`config.mk`:
```
export PLATFORM = sky130hd
export DESIGN_NAME = dll_cal_seq
export DESIGN_NICKNAME = d
export VERILOG_FILES = /design/src/rtl/dll_cal_pkg.sv /design/src/rtl/dll_cal_ctrl.sv /design/src/rtl/dll_cal_dpath.sv /design/src/rtl/dll_cal_seq.sv
export SDC_FILE = /design/constraint.sdc
export NUM_CORES = 1
export LEC_CHECK = 0
export BUFFER_PORTS_ARGS = -buffer_cell sky130_fd_sc_hd__buf_2
export CAP_MARGIN = 10
export CELL_PAD_IN_SITES_DETAIL_PLACEMENT = 0
export CELL_PAD_IN_SITES_GLOBAL_PLACEMENT = 1
export CORE_ASPECT_RATIO = 1.4
export CORE_UTILIZATION = 45
export CTS_CLUSTER_DIAMETER = 150
export CTS_CLUSTER_SIZE = 10
export DETAILED_ROUTE_END_ITERATION = 8
export HOLD_SLACK_MARGIN = 0.02
export PLACE_DENSITY_LB_ADDON = 0.1
export SKIP_CTS_REPAIR_TIMING = 1
export SYNTH_ARGS = -nofsm -noshare
export SYNTH_HDL_FRONTEND = slang
export SYNTH_SLANG_ARGS = --single-unit
```
`constraint.sdc`:
```
create_clock -name clk -period 5.7 [get_ports clk]
set_clock_uncertainty 0.2 [all_clocks]
set_input_delay 1.14 -clock clk [delete_from_list [all_inputs] [get_ports clk]]
set_output_delay 1.14 -clock clk [all_outputs]
set_load 0.05 [all_outputs]
```
`src/rtl/dll_cal_pkg.sv`:
```
`timescale 1ns/1ps
package dll_cal_pkg;

  typedef enum logic [1:0] {
    ST_COARSE = 2'd0,
    ST_FINE   = 2'd1,
    ST_DUTY   = 2'd2,
    ST_DONE   = 2'd3
  } calState_t;

  // Control to datapath strobes, one evaluation at most per SETTLE cycles
  typedef struct packed {
    logic clear;
    logic coarseUp;
    logic coarseDn;
    logic fineUp;
    logic fineDn;
    logic dutyUp;
    logic dutyDn;
  } calStrobe_t;

endpackage

```
`src/rtl/dll_cal_ctrl.sv`:
```
`timescale 1ns/1ps
module dll_cal_ctrl
  import dll_cal_pkg::*;
#(
  parameter int SETTLE     = 4,
  parameter int ALT_COUNT  = 4,
  parameter int RELOCK_RUN = 8
) (
  input  logic       clk,
  input  logic       rstN,
  input  logic       restart,
  input  logic [2:0] coarseLate,
  input  logic [2:0] fineLate,
  input  logic       dutyHigh,
  output calStrobe_t strb,
  output logic       locked,
  output logic       dutyDone
);

  localparam int TW = (SETTLE > 1) ? $clog2(SETTLE) : 1;
  localparam int AW = $clog2(ALT_COUNT + 1);
  localparam int RW = $clog2(RELOCK_RUN + 1);
  localparam logic [TW-1:0] T_LAST   = TW'(SETTLE - 1);
  localparam logic [AW-1:0] ALT_LAST = AW'(ALT_COUNT - 1);
  localparam logic [RW-1:0] RUN_END  = RW'(RELOCK_RUN);

  // Triplicated detector samples
  logic [2:0] cSamp, fSamp;
  logic       dSamp;
  logic       cVote, fVote;

  always_ff @(posedge clk) begin
    if (!rstN) begin
      cSamp <= '0;
      fSamp <= '0;
      dSamp <= 1'b0;
    end else begin
      cSamp <= coarseLate;
      fSamp <= fineLate;
      dSamp <= dutyHigh;
    end
  end

  assign cVote = (cSamp[0] & cSamp[1]) | (cSamp[0] & cSamp[2]) | (cSamp[1] & cSamp[2]);
  assign fVote = (fSamp[0] & fSamp[1]) | (fSamp[0] & fSamp[2]) | (fSamp[1] & fSamp[2]);

  // Triplicated stage register, voted and scrubbed every clock
  logic [1:0] stQ [3];
  calState_t  stV, stN;

  assign stV = calState_t'((stQ[0] & stQ[1]) | (stQ[0] & stQ[2]) | (stQ[1] & stQ[2]));

  always_ff @(posedge clk) begin
    for (int k = 0; k < 3; k++) begin
      if (!rstN) stQ[k] <= ST_COARSE;
      else       stQ[k] <= stN;
    end
  end

  // Pacing timer and decision history
  logic [TW-1:0] tQ, tN;
  logic          tick;
  logic          cPrev, cPrevN, cValid, cValidN;
  logic          fLast, fLastN, fValid, fValidN;
  logic          dPrev, dPrevN, dValid, dValidN;
  logic [AW-1:0] altQ, altN;
  logic [RW-1:0] runQ, runN, runInc, runStep;
  logic          fRev, clr;

  assign tick = (tQ == T_LAST);

  always_comb begin
    stN     = stV;
    cPrevN  = cPrev;
    cValidN = cValid;
    fLastN  = fLast;
    fValidN = fValid;
    dPrevN  = dPrev;
    dValidN = dValid;
    altN    = altQ;
    runN    = runQ;
    strb    = '0;
    clr     = 1'b0;
    fRev    = fValid && (fVote != fLast);
    runInc  = (runQ == RUN_END) ? runQ : runQ + 1'b1;
    runStep = (fValid && !fRev) ? runInc : RW'(1);

    if (restart) begin
      clr = 1'b1;
    end else if (tick) begin
      case (stV)
        ST_COARSE: begin
          if (cValid && (cVote != cPrev)) begin
            stN     = ST_FINE;
            fValidN = 1'b0;
            altN    = '0;
            runN    = '0;
          end else begin
            strb.coarseUp = !cVote;
            strb.coarseDn = cVote;
            cPrevN        = cVote;
            cValidN       = 1'b1;
          end
        end
        ST_FINE: begin
          fLastN  = fVote;
          fValidN = 1'b1;
          runN    = runStep;
          if (fRev && (altQ == ALT_LAST)) begin
            stN     = ST_DUTY;
            dValidN = 1'b0;
            altN    = '0;
          end else begin
            altN        = fRev ? altQ + 1'b1 : '0;
            strb.fineUp = !fVote;
            strb.fineDn = fVote;
          end
        end
        default: begin
          fLastN  = fVote;
          fValidN = 1'b1;
          runN    = runStep;
          if (runStep == RUN_END) begin
            clr = 1'b1;
          end else begin
            strb.fineUp = !fVote;
            strb.fineDn = fVote;
            if (stV == ST_DUTY) begin
              if (dValid && (dSamp != dPrev)) begin
                stN = ST_DONE;
              end else begin
                strb.dutyUp = !dSamp;
                strb.dutyDn = dSamp;
              end
              dPrevN  = dSamp;
              dValidN = 1'b1;
            end
          end
        end
      endcase
    end

    if (clr) begin
      stN        = ST_COARSE;
      cValidN    = 1'b0;
      fValidN    = 1'b0;
      dValidN    = 1'b0;
      altN       = '0;
      runN       = '0;
      strb       = '0;
      strb.clear = 1'b1;
    end

    tN = (clr || tick) ? '0 : tQ + 1'b1;
  end

  always_ff @(posedge clk) begin
    if (!rstN) begin
      tQ     <= '0;
      cPrev  <= 1'b0;
      cValid <= 1'b0;
      fLast  <= 1'b0;
      fValid <= 1'b0;
      dPrev  <= 1'b0;
      dValid <= 1'b0;
      altQ   <= '0;
      runQ   <= '0;
    end else begin
      tQ     <= tN;
      cPrev  <= cPrevN;
      cValid <= cValidN;
      fLast  <= fLastN;
      fValid <= fValidN;
      dPrev  <= dPrevN;
      dValid <= dValidN;
      altQ   <= altN;
      runQ   <= runN;
    end
  end

  assign locked   = (stV == ST_DUTY) || (stV == ST_DONE);
  assign dutyDone = (stV == ST_DONE);

endmodule

```
`src/rtl/dll_cal_dpath.sv`:
```
`timescale 1ns/1ps
module dll_cal_dpath
  import dll_cal_pkg::*;
#(
  parameter int COARSE_W  = 3,
  parameter int FINE_TAPS = 16,
  parameter int DUTY_W    = 4
) (
  input  logic                 clk,
  input  logic                 rstN,
  input  calStrobe_t           strb,
  output logic [COARSE_W-1:0]  coarseSel,
  output logic [FINE_TAPS-1:0] fineTherm,
  output logic [DUTY_W-1:0]    dutyCode
);

  localparam int FAW = $clog2(FINE_TAPS + 1);
  localparam logic [FAW-1:0]    FINE_MID = FAW'(FINE_TAPS / 2);
  localparam logic [FAW-1:0]    FINE_MAX = FAW'(FINE_TAPS);
  localparam logic [DUTY_W-1:0] DUTY_MID = {1'b1, {(DUTY_W-1){1'b0}}};
  localparam logic [DUTY_W-1:0] DUTY_MAX = '1;

  // Three copies of each code register
  logic [COARSE_W-1:0] cQ [3];
  logic [FAW-1:0]      fQ [3];
  logic [DUTY_W-1:0]   dQ [3];
  logic [COARSE_W-1:0] cV, cN;
  logic [FAW-1:0]      fV, fN;
  logic [DUTY_W-1:0]   dV, dN;

  assign cV = (cQ[0] & cQ[1]) | (cQ[0] & cQ[2]) | (cQ[1] & cQ[2]);
  assign fV = (fQ[0] & fQ[1]) | (fQ[0] & fQ[2]) | (fQ[1] & fQ[2]);
  assign dV = (dQ[0] & dQ[1]) | (dQ[0] & dQ[2]) | (dQ[1] & dQ[2]);

  always_comb begin
    cN = cV;
    fN = fV;
    dN = dV;
    if (strb.clear) begin
      cN = '0;
      fN = FINE_MID;
      dN = DUTY_MID;
    end else begin
      if (strb.coarseUp)      cN = cV + 1'b1;
      else if (strb.coarseDn) cN = cV - 1'b1;
      if (strb.fineUp && (fV != FINE_MAX))  fN = fV + 1'b1;
      else if (strb.fineDn && (fV != '0))   fN = fV - 1'b1;
      if (strb.dutyUp && (dV != DUTY_MAX))  dN = dV + 1'b1;
      else if (strb.dutyDn && (dV != '0))   dN = dV - 1'b1;
    end
  end

  always_ff @(posedge clk) begin
    for (int k = 0; k < 3; k++) begin
      if (!rstN) begin
        cQ[k] <= '0;
        fQ[k] <= FINE_MID;
        dQ[k] <= DUTY_MID;
      end else begin
        cQ[k] <= cN;
        fQ[k] <= fN;
        dQ[k] <= dN;
      end
    end
  end

  // Accumulator to thermometer
  for (genvar i = 0; i < FINE_TAPS; i++) begin : gTherm
    assign fineTherm[i] = (fV > FAW'(i));
  end

  assign coarseSel = cV;
  assign dutyCode  = dV;

endmodule

```
`src/rtl/dll_cal_seq.sv`:
```
`timescale 1ns/1ps
module dll_cal_seq
  import dll_cal_pkg::*;
#(
  parameter int COARSE_W   = 3,
  parameter int FINE_TAPS  = 16,
  parameter int DUTY_W     = 4,
  parameter int SETTLE     = 4,
  parameter int ALT_COUNT  = 4,
  parameter int RELOCK_RUN = 8
) (
  input  logic                 clk,
  input  logic                 rstN,
  input  logic                 restart,
  input  logic [2:0]           coarseLate,
  input  logic [2:0]           fineLate,
  input  logic                 dutyHigh,
  output logic [COARSE_W-1:0]  coarseSel,
  output logic [FINE_TAPS-1:0] fineTherm,
  output logic [DUTY_W-1:0]    dutyCode,
  output logic                 locked,
  output logic                 dutyDone
);

  calStrobe_t strb;

  dll_cal_ctrl #(
    .SETTLE(SETTLE), .ALT_COUNT(ALT_COUNT), .RELOCK_RUN(RELOCK_RUN)
  ) u_ctrl (
    .clk(clk), .rstN(rstN), .restart(restart),
    .coarseLate(coarseLate), .fineLate(fineLate), .dutyHigh(dutyHigh),
    .strb(strb), .locked(locked), .dutyDone(dutyDone)
  );

  dll_cal_dpath #(
    .COARSE_W(COARSE_W), .FINE_TAPS(FINE_TAPS), .DUTY_W(DUTY_W)
  ) u_dpath (
    .clk(clk), .rstN(rstN), .strb(strb),
    .coarseSel(coarseSel), .fineTherm(fineTherm), .dutyCode(dutyCode)
  );

endmodule

```
==> results of run 1 <==
[power by group]
part           switching (W)  total [W]  internal [W]
registers         0.00000137   0.000256      0.000255
clock network      0.0000925   0.000222      0.000130
logic              0.0000130  0.0000232     0.0000102
[worst paths after layout]
path | end | slack (ns) | depth (start not counted)
min | u_ctrl.tQ[0] | 0.23 | 1
max | fineTherm[15] | 2.56 | 5
min reg2reg | u_ctrl.tQ[0] | 0.23 | 1
max reg2reg | u_ctrl.runQ[1] | 2.90 | 7
[layer usage]
metal | vias to the layer above | part of all wire, % | wire [microns]
li1 | 1046 | - | -
met1 | 939 | 46 | 2190
met2 | 35 | 50 | 2400
met3 | 6 | 2.8 | 135
met4 | 0 | 1.4 | 65
met5 | - | 0 | 0
[worst register-to-register path, delay by kind of cell (launching register included)]
family          cells  cell delay, ns
compound gates      3            1.13
fa+ha+maj           1            0.22
buf+inv             1            0.07
flops               1            0.43
simple gates        2            0.63
[synthesized netlist by cell type, types with 2 or more instances]
library cell	n	area, sq um
nor3b_1	2	15.0
and3_1	2	12.5
xnor2_1	8	70.1
nand4_1	2	12.5
inv_1	17	63.8
a211oi_1	2	15.0
or3_1	10	62.6
or2_2	3	18.8
nor4_1	3	18.8
buf_2	2	10.0
ha_1	19	238
xor2_1	2	17.5
o21ai_0	23	115
and2_1	10	62.6
o31ai_1	3	22.5
buf_6	3	33.8
nand2b_1	3	18.8
nor2_1	23	86.3
a21oi_1	18	90.1
a31o_2	2	17.5
a21boi_0	3	22.5
nor3_1	8	40.0
o21ai_2	2	17.5
a31oi_1	4	25.0
dfxtp_1	36	721
nor2b_1	3	18.8
nand3_1	10	50.1
mux2i_1	4	40.0
clkbuf_1	5	18.8
nand2_1	26	97.6
[per-stage QoR]
| stage | cell area, sq um | instances | utilization [%] |
|---|---|---|---|
| 3_3_place_gp | 2480 | 369 | 50.8 |
| 5_1_grt | 2590 | 377 | 53.0 |
| 3_5_place_dp | 2480 | 369 | 50.8 |
| 6_report | 2590 | 377 | 53.0 |
| 2_1_floorplan | 2290 | 281 | - |
| 4_1_cts | 2590 | 377 | 53.0 |
[state kept, by name, indices dropped and copies added, names as in the netlist, 2 cells and up]
name          cells
u_ctrl.stQ        2
u_ctrl.cSamp      3
u_ctrl.altQ       3
u_ctrl.tQ         2
u_dpath.cQ        3
u_ctrl.fSamp      3
u_ctrl.runQ       4
u_dpath.fQ        5
u_dpath.dQ        4
[logic make-up (layout without fill, tap and decap cells)]
group / count (synthesis) / in the layout / synth area share (%)
AOI/OAI and AO/OA: 69 / 69 / 19.2
xor gates and xnor gates: 11 / 11 / 5.02
adders and majority gates: 21 / 21 / 11.3
buffers and inverters: 28 / 60 / 5.68
DFF: 36 / 36 / 31.5
muxes: 4 / 4 / 1.75
and+or+nand+nor: 112 / 112 / 25.6
[cell type report]
cell class	count	share of cell area (%)
clock buffers	6	2.81
clock inverters	2	1.35
inverters	18	2.61
multi-input cells	217	55.7
flip-flops and latches	36	27.9
well taps	64	3.10
repair buffers	34	6.58
==> results.sh, run 1 <==
export IMPL_worstSkewPairLatency_ns=0.29
export IMPL_end_kind="output pin"
export IMPL_die_w_microns=62.3
export IMPL_required_ns=4.36
export IMPL_num_rows=30
export IMPL_ir_drop_mv=0.175
export IMPL_mostFrequentLayoutCell="dfxtp_1"
export IMPL_first_global_vias=1843
export IMPL_arrival_ns=1.80
export IMPL_drt_pre_antenna_iters=4
export IMPL_drive_above_1_share_pct=17.3
export IMPL_crit_fanout=12
export IMPL_port_buffers=34
export IMPL_cts_root_buf="clkbuf_8"
export IMPL_p_total_w=0.000502
export IMPL_rsz0062_at_grt="no"
export IMPL_use_met3_pct=3.68
export IMPL_final_cell_mix="dfxtp_1 (36), buf_2 (34), nand2_1 (26)"
export IMPL_power_density_mw_per_mm2=194
export IMPL_top_usage_layer="met2"
export IMPL_core_area_sq_mm=0.00488
export IMPL_vias=2026
export IMPL_met1_usage_pct=21.5
export IMPL_num_antenna_cells=0
export IMPL_finalCriticalPeriod_ns=3.14
export IMPL_power_leakage_nw=0.981
export IMPL_post_drt_wl_per_cell_microns=12.7
export IMPL_finalSetupTns_ns=0
export IMPL_grt_max_degree=21
export IMPL_startpoint_type="flip-flop"
export IMPL_fin_hold_ws_ns=0.231
export IMPL_ys_seq_area_share_pct=31.5
export IMPL_post_drt_via_cell_ratio=5.37
export IMPL_finalHoldViolCount=0
export IMPL_dieArea_sq_mm=0.00538
export IMPL_drc_errors=0
export IMPL_fmax_mhz=318
export IMPL_period_share_pct=55.1
export IMPL_hold_path_class="reg -> reg"
export IMPL_ant_nets=0
export IMPL_synth_area_per_cell_sq_um=8.15
export IMPL_worst_slack_ns=2.56
export IMPL_cp_cell_sequence="ha_1, and3_1, ha_1, a21oi_1, buf_2"
export IMPL_synth_edff_count=0
export IMPL_cts_buffers=5
export IMPL_final_nets=341
export IMPL_drv_slew=0
export IMPL_syn_area_sq_mm=0.00229
export IMPL_cp_top_family="adder cells"
export IMPL_path_buf_inv=1
export IMPL_multi_input_area_sq_mm=0.00144
export IMPL_tritoncts="built"
export IMPL_gp_congestion=0.807
export IMPL_slowest_stage="dfxtp_1"
export IMPL_tightest_slew_ns=0.688
export IMPL_syn_inst=281
export IMPL_grt_use_total_pct=18.9
export IMPL_crit_type="reg -> out"
export IMPL_clock_sinks=36
export IMPL_rr_startpoint="u_ctrl.runQ[0]"
export IMPL_synth_cell_types=53
export IMPL_detailed_place_hpwl_microns=3550
export IMPL_grt_overflow=0
export IMPL_cpMostUsedCell="ha_1"
export IMPL_hp_start="u_ctrl.tQ[0]"
export IMPL_grt_pass1_wl_microns=8130
export IMPL_ys_seq_elements=36
export IMPL_syn_num_nets=310
export IMPL_grtUsageMet2_pct=35.2
export IMPL_critPathMaxStageDelay_ns=0.44
export IMPL_relSlewSlack_pct=53.8
export IMPL_area_growth_pct=12.9
export IMPL_startpoint="u_dpath.fQ[2][0]"
export IMPL_yosysWarnings=0
export IMPL_die_h_microns=86.4
export IMPL_ios=35
export IMPL_place_ws_ns=2.85
export IMPL_synth_ff_type="dfxtp_1"
export IMPL_cts_max_level=2
export IMPL_fillCellCount=519
export IMPL_first_iter_violations=81
export IMPL_synthArstFlopShare_pct=0
export IMPL_antenna_found_initial=0
export IMPL_clk_pin_slew_ns=0.07
export IMPL_seq_area_sq_um=721
export IMPL_drv_cap=0
export IMPL_cts_buffer_depth=2
export IMPL_initial_core_util_pct=46.9
export IMPL_finalSetupViolations=0
export IMPL_outcome="finished clean"
export IMPL_drt_total_wl_microns=4790
No activity file was read; power rests on OpenSTA's default activity.
==> run 2, diff against run 1 <==
--- a/config.mk
+++ b/config.mk
@@ -10,7 +10,7 @@
 export CELL_PAD_IN_SITES_DETAIL_PLACEMENT = 0
 export CELL_PAD_IN_SITES_GLOBAL_PLACEMENT = 1
 export CORE_ASPECT_RATIO = 1.4
-export CORE_UTILIZATION = 45
+export CORE_UTILIZATION = 42
 export CTS_CLUSTER_DIAMETER = 150
 export CTS_CLUSTER_SIZE = 10
 export DETAILED_ROUTE_END_ITERATION = 8
==> constraint.sdc (replaced) <==
create_clock -name clk -period 3.3 [get_ports clk]
set_clock_uncertainty 0.2 [all_clocks]
set_input_delay 0.66 -clock clk [delete_from_list [all_inputs] [get_ports clk]]
set_output_delay 0.66 -clock clk [all_outputs]
set_load 0.05 [all_outputs]
==> run 2 against run 1 <==
Effect of this change: register-to-register slack worse by 2.1 ns; first-iteration DRC count increased by 12%; largest power group unchanged; sequential power increased by 73%; largest cell class unchanged; routed wire length grew 2.9%; total power increased by 61%; non-clock buffer count grew 1; combinational power up 73%.
==> results.sh, run 2 (synthesis results as in run 1) <==
export IMPL_cts_buffer_depth=2
export IMPL_ant_nets=0
export IMPL_finalSetupTns_ns=0
export IMPL_drv_cap=0
export IMPL_grt_overflow=0
export IMPL_worstSkewPairLatency_ns=0.29
export IMPL_ir_drop_mv=0.245
export IMPL_ios=35
export IMPL_final_cell_mix="dfxtp_1 (36), buf_2 (34), nand2_1 (26)"
export IMPL_area_growth_pct=12.7
export IMPL_core_area_sq_mm=0.00520
export IMPL_die_w_microns=64.4
export IMPL_antenna_found_initial=0
export IMPL_finalHoldViolCount=0
export IMPL_mostFrequentLayoutCell="dfxtp_1"
export IMPL_period_share_pct=82.3
export IMPL_drv_slew=0
export IMPL_detailed_place_hpwl_microns=3670
export IMPL_grt_use_total_pct=18.3
export IMPL_wl_met2_microns=2390
export IMPL_port_buffers=34
export IMPL_top_regs="u_dpath.fQ (5), u_ctrl.runQ (4), u_dpath.dQ (4)"
export IMPL_initial_core_util_pct=44.1
export IMPL_grt_pass1_wl_microns=8280
export IMPL_gp_congestion=0.794
export IMPL_drt_total_wl_microns=4930
export IMPL_top_layer_used="met4"
export IMPL_tritoncts="built"
export IMPL_drt_pre_antenna_iters=4
export IMPL_power_leakage_nw=0.975
export IMPL_final_nets=342
export IMPL_wl_met3_microns=120
export IMPL_startpoint_type="flip-flop"
export IMPL_end_kind="output pin"
export IMPL_clk_pin_slew_ns=0.07
export IMPL_hold_path_class="reg -> reg"
export IMPL_wl_met1_microns=2340
export IMPL_cts_root_buf="clkbuf_8"
export IMPL_cts_max_level=2
export IMPL_num_rows=31
export IMPL_cts_buffers=5
export IMPL_first_global_vias=1817
export IMPL_post_drt_wl_per_cell_microns=13.0
export IMPL_crit_type="reg -> out"
export IMPL_rsz0062_at_grt="no"
export IMPL_vias=2013
export IMPL_fin_hold_ws_ns=0.224
export IMPL_num_antenna_cells=0
export IMPL_relSlewSlack_pct=70.9
export IMPL_first_iter_violations=91
export IMPL_tightest_slew_ns=0.436
export IMPL_drc_errors=0
export IMPL_dieArea_sq_mm=0.00576
export IMPL_clock_sinks=36
export IMPL_finalSetupViolations=0
export IMPL_grt_max_degree=21
export IMPL_outcome="finished clean"
export IMPL_largest_reg_flops=5
export IMPL_top_register="u_dpath.fQ"
export IMPL_post_drt_via_cell_ratio=5.30
export IMPL_drive_above_1_share_pct=17.5
export IMPL_fmax_mhz=368
export IMPL_finalCriticalPeriod_ns=2.72
export IMPL_power_density_mw_per_mm2=313
export IMPL_crit_fanout=12
export IMPL_arrival_ns=1.86
export IMPL_required_ns=2.44
export IMPL_die_h_microns=89.4
## run 2: changes by cell type in the layout (fill, tap and decap cells not counted)
cell	delta
buf_4	+1
bufinv_16	-1
clkbuf_8	+1
clkinv_2	-1
clkinvlp_4	+1
## run 2: worst max-delay path, cell delays in order (launching register included)
cell and delay [ns]:
dfxtp_1 0.58, inv_1 0.18, ha_1 0.25, nor3b_1 0.17, nand2_1 0.11, buf_2 0.27
## run 2: metal layers
metal  vias up  global-route usage, %
met3         6                   3.06
met4         0                   6.67
li1       1047                      -
met1       926                   22.0
met2        34                   32.5
met5         -                      0
## run 2: report_power, final
part	internal [W]	total, W	leakage [nW]	switching (W)
registers	0.000440	0.000442	0.292	0.00000243
clock network	0.000170	0.000326	0.0445	0.000156
logic	0.0000177	0.0000402	0.639	0.0000225
## run 2: final cells by class
cell class	count	area, sq um
fillers	538	2620
clock buffers	7	86.3
repair buffers	35	178
well taps	66	82.6
multi-input cells	217	1440
flip-flops and latches	36	721
clock inverters	1	7.51
inverters	18	67.6
## run 2: path summary, 6_finish.rpt
check	to	depth (start not counted)	from	slack, ns
worst max-delay path	fineTherm[0]	5	u_dpath.fQ[2][1]	0.58
worst min-delay path	u_ctrl.tQ[0]	1	u_ctrl.tQ[0]	0.22
worst max register to register	u_dpath.dQ[0][2]	7	u_ctrl.runQ[0]	0.78
worst min register to register	u_ctrl.tQ[0]	1	u_ctrl.tQ[0]	0.22
## run 2: through the flow
stage	utilization, %	total power, W	worst slack [ns]	instances	instance area (sq um)
finish	49.7	0.000808	0.585	380	2580
CTS	49.7	0.000822	0.585	380	2580
floorplan	-	0.000484	0.0654	281	2290
global placement	47.9	0.000493	0.838	372	2490
detailed placement	47.9	0.000494	0.766	372	2490
global route	49.7	0.000840	0.396	380	2580
